**src/rtl/vcvt_dp2u64_rz.sv**
```systemverilog
module vcvt_dp2u64_rz #(
  parameter int LANES = 2
) (
  input  logic              clk,
  input  logic              rst_n,
  input  logic              in_vld,
  input  logic              inv_en,
  input  logic [64*LANES-1:0] src,
  output logic              out_vld,
  output logic [64*LANES-1:0] res,
  output logic              flag_snan,
  output logic              flag_cvi,
  output logic              flag_inx,
  output logic              trap
);
  localparam int W = 64 * LANES;
  localparam logic [10:0] BIAS = 11'd1023;
  localparam logic [10:0] TOP  = 11'd1087;

  function automatic logic [66:0] cvt(input logic [63:0] x);
    logic [10:0] e;
    logic [51:0] f;
    logic [63:0] m, r;
    logic sn, cv, ix;
    int sh;
    e = x[62:52];
    f = x[51:0];
    m = {11'd0, 1'b1, f};
    r = '0; sn = 1'b0; cv = 1'b0; ix = 1'b0;
    sh = 0;
    if (e == 11'h7FF && f != '0) begin
      cv = 1'b1;
      sn = ~f[51];
    end else if (e == '0 && f == '0) begin
      r = '0;
    end else if (x[63]) begin
      if (e >= BIAS) cv = 1'b1;
      else ix = 1'b1;
    end else if (e >= TOP) begin
      cv = 1'b1;
    end else if (e < BIAS) begin
      ix = 1'b1;
    end else begin
      sh = int'(e) - 1023;
      if (sh >= 52) r = m << (sh - 52);
      else begin
        r  = m >> (52 - sh);
        ix = |(m & ((64'd1 << (52 - sh)) - 64'd1));
      end
    end
    return {sn, cv, ix, r};
  endfunction

  logic [W-1:0] res_d;
  logic sn_d, cv_d, ix_d;

  always_comb begin
    logic [66:0] o;
    res_d = '0; sn_d = 1'b0; cv_d = 1'b0; ix_d = 1'b0;
    for (int k = 0; k < LANES; k++) begin
      o = cvt(src[64*k +: 64]);
      res_d[64*k +: 64] = o[63:0];
      sn_d |= o[66];
      cv_d |= o[65];
      ix_d |= o[64];
    end
  end

  always_ff @(posedge clk) begin
    if (!rst_n) begin
      out_vld <= 1'b0;
      res <= '0;
      flag_snan <= 1'b0;
      flag_cvi <= 1'b0;
      flag_inx <= 1'b0;
      trap <= 1'b0;
    end else begin
      out_vld <= in_vld;
      if (in_vld) begin
        res <= res_d;
        flag_snan <= sn_d;
        flag_cvi <= cv_d;
        flag_inx <= ix_d;
        trap <= ix_d & inv_en;
      end
    end
  end


  vld_follow_chk: assert property (@(posedge clk) disable iff (!rst_n) in_vld |=> out_vld);

  hold_chk: assert property (@(posedge clk) disable iff (!rst_n) !in_vld |=> $stable(res) && $stable(flag_cvi) && $stable(trap));

  snan_cvi_chk: assert property (@(posedge clk) disable iff (!rst_n) flag_snan |-> flag_cvi);

  trap_inx_chk: assert property (@(posedge clk) disable iff (!rst_n) trap |-> flag_inx);

  trap_en_chk: assert property (@(posedge clk) disable iff (!rst_n) (in_vld && !inv_en) |=> !trap);
endmodule

```
**config.mk**
```make
export PLATFORM = sky130hd
export DESIGN_NAME = vcvt_dp2u64_rz
export DESIGN_NICKNAME = d
export VERILOG_FILES = /design/src/rtl/vcvt_dp2u64_rz.sv
export SDC_FILE = /design/constraint.sdc
export NUM_CORES = 2
export LEC_CHECK = 0
export BUFFER_PORTS_ARGS = -buffer_cell sky130_fd_sc_hd__buf_2
export CAP_MARGIN = 20
export CORE_UTILIZATION = 49
export DETAILED_ROUTE_END_ITERATION = 8
export GPL_TIMING_DRIVEN = 0
export PLACE_DENSITY_LB_ADDON = 0.08
export REMOVE_ABC_BUFFERS = 1
export SYNTH_ARGS = -nofsm -noshare
export SYNTH_HDL_FRONTEND = slang
export SYNTH_SLANG_ARGS = --single-unit
```
**constraint.sdc**
```tcl
create_clock -name clk -period 6.3 [get_ports clk]
set_input_delay 1.26 -clock clk [delete_from_list [all_inputs] [get_ports clk]]
set_output_delay 1.26 -clock clk [all_outputs]
set_load 0.05 [all_outputs]
```
==> impl_metrics.env <==
export IMPL_yosysTopAreaCell="dfxtp_1"
export IMPL_crit_fanout=26
export IMPL_vias=32291
export IMPL_clk_latency_ps=440
export IMPL_leakage_nw=10.1
export IMPL_final_util=0.572
export IMPL_ys_async_sr_fraction=0
export IMPL_cap_violations=0
export IMPL_yosys_top_cells_count="nand2_1 (380), a21oi_1 (364), nor2_1 (337), o21ai_0 (307), clkbuf_1 (246)"
export IMPL_clk_pin_slew_worst_paths_ps=60
export IMPL_peakVddDrop_v=0.000139
export IMPL_antenna_left=0
export IMPL_grt_max_degree=113
export IMPL_cts_tree="built"
export IMPL_setup_viol=0
export IMPL_fin_setup_tns_ps=0
export IMPL_tightest_slew_ps=1190
export IMPL_maxSlewHeadroom=0.200
export IMPL_synth_edf_count=0
export IMPL_dieHeight_um=222
export IMPL_ys_ff_latch=133
export IMPL_slew_violations=0
export IMPL_drtIter0Drc=5585
export IMPL_synthFlopType="dfxtp_1"
export IMPL_gp_congestion=1.07
export IMPL_fmax_ghz=0.162
export IMPL_worstSetupPathType="input port to flop"
export IMPL_antenna_found_initial=1
export IMPL_grt_overflow=0
export IMPL_rsz0062_at_grt="no"
export IMPL_hold_class="flop to flop"
export IMPL_die_w_um=222
export IMPL_firstDrtPassIters=9
export IMPL_initial_core_util=0.497
export IMPL_end_kind="flop"
export IMPL_min_period_ps=6180
export IMPL_critPathSlowestCell="a2111oi_0"
export IMPL_rows=80
export IMPL_grt_use_total=0.496
export IMPL_via_per_inst=7.43
export IMPL_finalHoldViolCount=0
export IMPL_syn_instance_count=3660
export IMPL_yosysTopAreaCellShare=0.112
export IMPL_syn_mean_instance_area_um2=6.49
export IMPL_hpwl_mm=91.6
export IMPL_ios=265
export IMPL_fin_crit_sh=0.981
export IMPL_status="complete, no violations"
export IMPL_grt_pass1_vias=29731
export IMPL_cp_arrival_ps=6500
export IMPL_die_area_um2=49300
export IMPL_rr_startpoint="res[8]"
export IMPL_area_growth_pct=15.0
export IMPL_port_buffer_count=264
export IMPL_coreArea_um2=47700
export IMPL_skew_ps=0
export IMPL_drc_errors=0
export IMPL_crit_path_max_incr_delay_ps=550
export IMPL_wl_per_cell_um=29.6
export IMPL_setup_ws_ps=121
export IMPL_htreeDepth=4
export IMPL_yosysMostFrequentCell="nand2_1"
export IMPL_ys_types=108
export IMPL_cts_buffer_depth=2
export IMPL_dp_slack_ps=-5070
export IMPL_start_kind="input port"
export IMPL_drive_above_1_share=0.170
export IMPL_syn_area_um2=23700
export IMPL_numCtsBuffers=17
export IMPL_grt_pass1_wl_mm=187
export IMPL_design_area_um2=27300
export IMPL_cts_root_buf="clkbuf_16"
export IMPL_cp_startpoint="src[116]"
export IMPL_drt_total_wl_mm=129
export IMPL_holdCritStartpoint="flag_inx"
export IMPL_place_area_um2=25500
export IMPL_yosysWarnings=0
export IMPL_cts_sinks=133
export IMPL_synthTopCellsByArea="dfxtp_1 (11%), a21oi_1 (7.7%), mux2i_1 (7.0%)"
export IMPL_worstPathCellList="buf_16 > ha_4 > buf_4 > and3_2 > xnor2_4 > o211ai_4 > nand2b_4 > o32a_4 > a211oi_4 > nand2_2 > ha_4 > buf_4 > nand3_1 > o21bai_1 > a31oi_1 > a211o_1 > a2111oi_0 > nand4_1 > a22oi_2 > buf_6 > o21ai_1"
export IMPL_nNetsFinal=3862
export IMPL_seq_area_frac_synth=0.112
export IMPL_pwr_density_cell_nw_per_um2=167
export IMPL_cp_required_ps=6620
-- final timing paths --
| path | to | slack, ps | depth (start not counted) |
|---|---|---|---|
| worst min register to register | flag_inx | 450 | 2 |
| worst min-delay path | flag_inx | 450 | 2 |
| worst max register to register | res[8] | 5510 | 3 |
| worst max-delay path | trap | 120 | 21 |
-- critical path: cells and delay by family --
kind | cells | cell delay (ps)
fa+ha+maj | 2 | 530
xor+xnor | 1 | 420
simple gates | 5 | 1230
compound gates | 9 | 2330
buf+inv | 4 | 680
-- per-layer routing --
layer  global-route usage  wire length, um
met5                    0                0
met1                0.555            42900
met3                0.124            15900
met4                0.449            14500
met2                0.778            55500
-- power breakdown --
part	internal, mW	total [mW]	switching, mW	leakage [nW]
clock	0.678	1.11	0.433	0.308
sequential	0.845	0.848	0.00288	1.07
combinational	0.807	2.60	1.79	8.68
-- registers in the layout, summed over array words and instances (netlist names) --
signal,cells
trap,1
flag_inx,1
flag_cvi,1
res,128
out_vld,1
flag_snan,1
-- stage by stage --
step,instances,hold slack [ps],total power [mW]
3_3_place_gp,4193,440,3.08
4_1_cts,4316,451,4.37
6_report,4346,446,4.56
5_1_grt,4345,471,4.68
3_5_place_dp,4244,444,3.18
2_1_floorplan,3314,668,2.28
-- placed cells by master, fill, tap and decap left out, drive strengths merged, types with 21 or more instances in the layout --
master / n
a2111oi: 34
a211oi: 128
a21o: 34
a21oi: 366
a22oi: 54
a31oi: 44
a32oi: 23
and2: 139
and3: 43
buf: 373
clkbuf: 21
dfxtp: 133
inv: 90
mux2: 58
mux2i: 165
mux4: 21
nand2: 383
nand2b: 86
nand3: 72
nand4: 32
nor2: 341
nor2b: 82
nor3: 88
nor4: 47
o211ai: 49
o21a: 28
o21ai: 319
o22ai: 118
xnor2: 24
-- cell type report --
type,count,area (um^2)
Sequential cell,133,2660
Clock inverter,13,194
Clock buffer,18,439
Inverter,88,367
Multi-Input combinational cell,3095,19900
Timing Repair Buffer,379,2960
Timing Repair inverter,4,31.3
Antenna cell,1,2.50
Fill cell,4702,20400
Tap cell,615,769
-- kinds of logic after synthesis --
group / synth area share
adders and majority gates: 0.00633
muxes: 0.117
xor gates and xnor gates: 0.0155
and+or+nand+nor: 0.281
AOI/OAI and AO/OA: 0.394
DFF: 0.112
buffers and inverters: 0.0740
-- timing repair --
action                     in CTS  in global routing
setup endpoints to repair     115                  2
pin swaps                      18                 21
hold endpoints to repair        0                  0
resized for setup              57                 33
hold buffers                    0                  0
gates cloned                    8                  3
buffers inserted               33                 23
No activity file was read; power rests on OpenSTA's default activity.
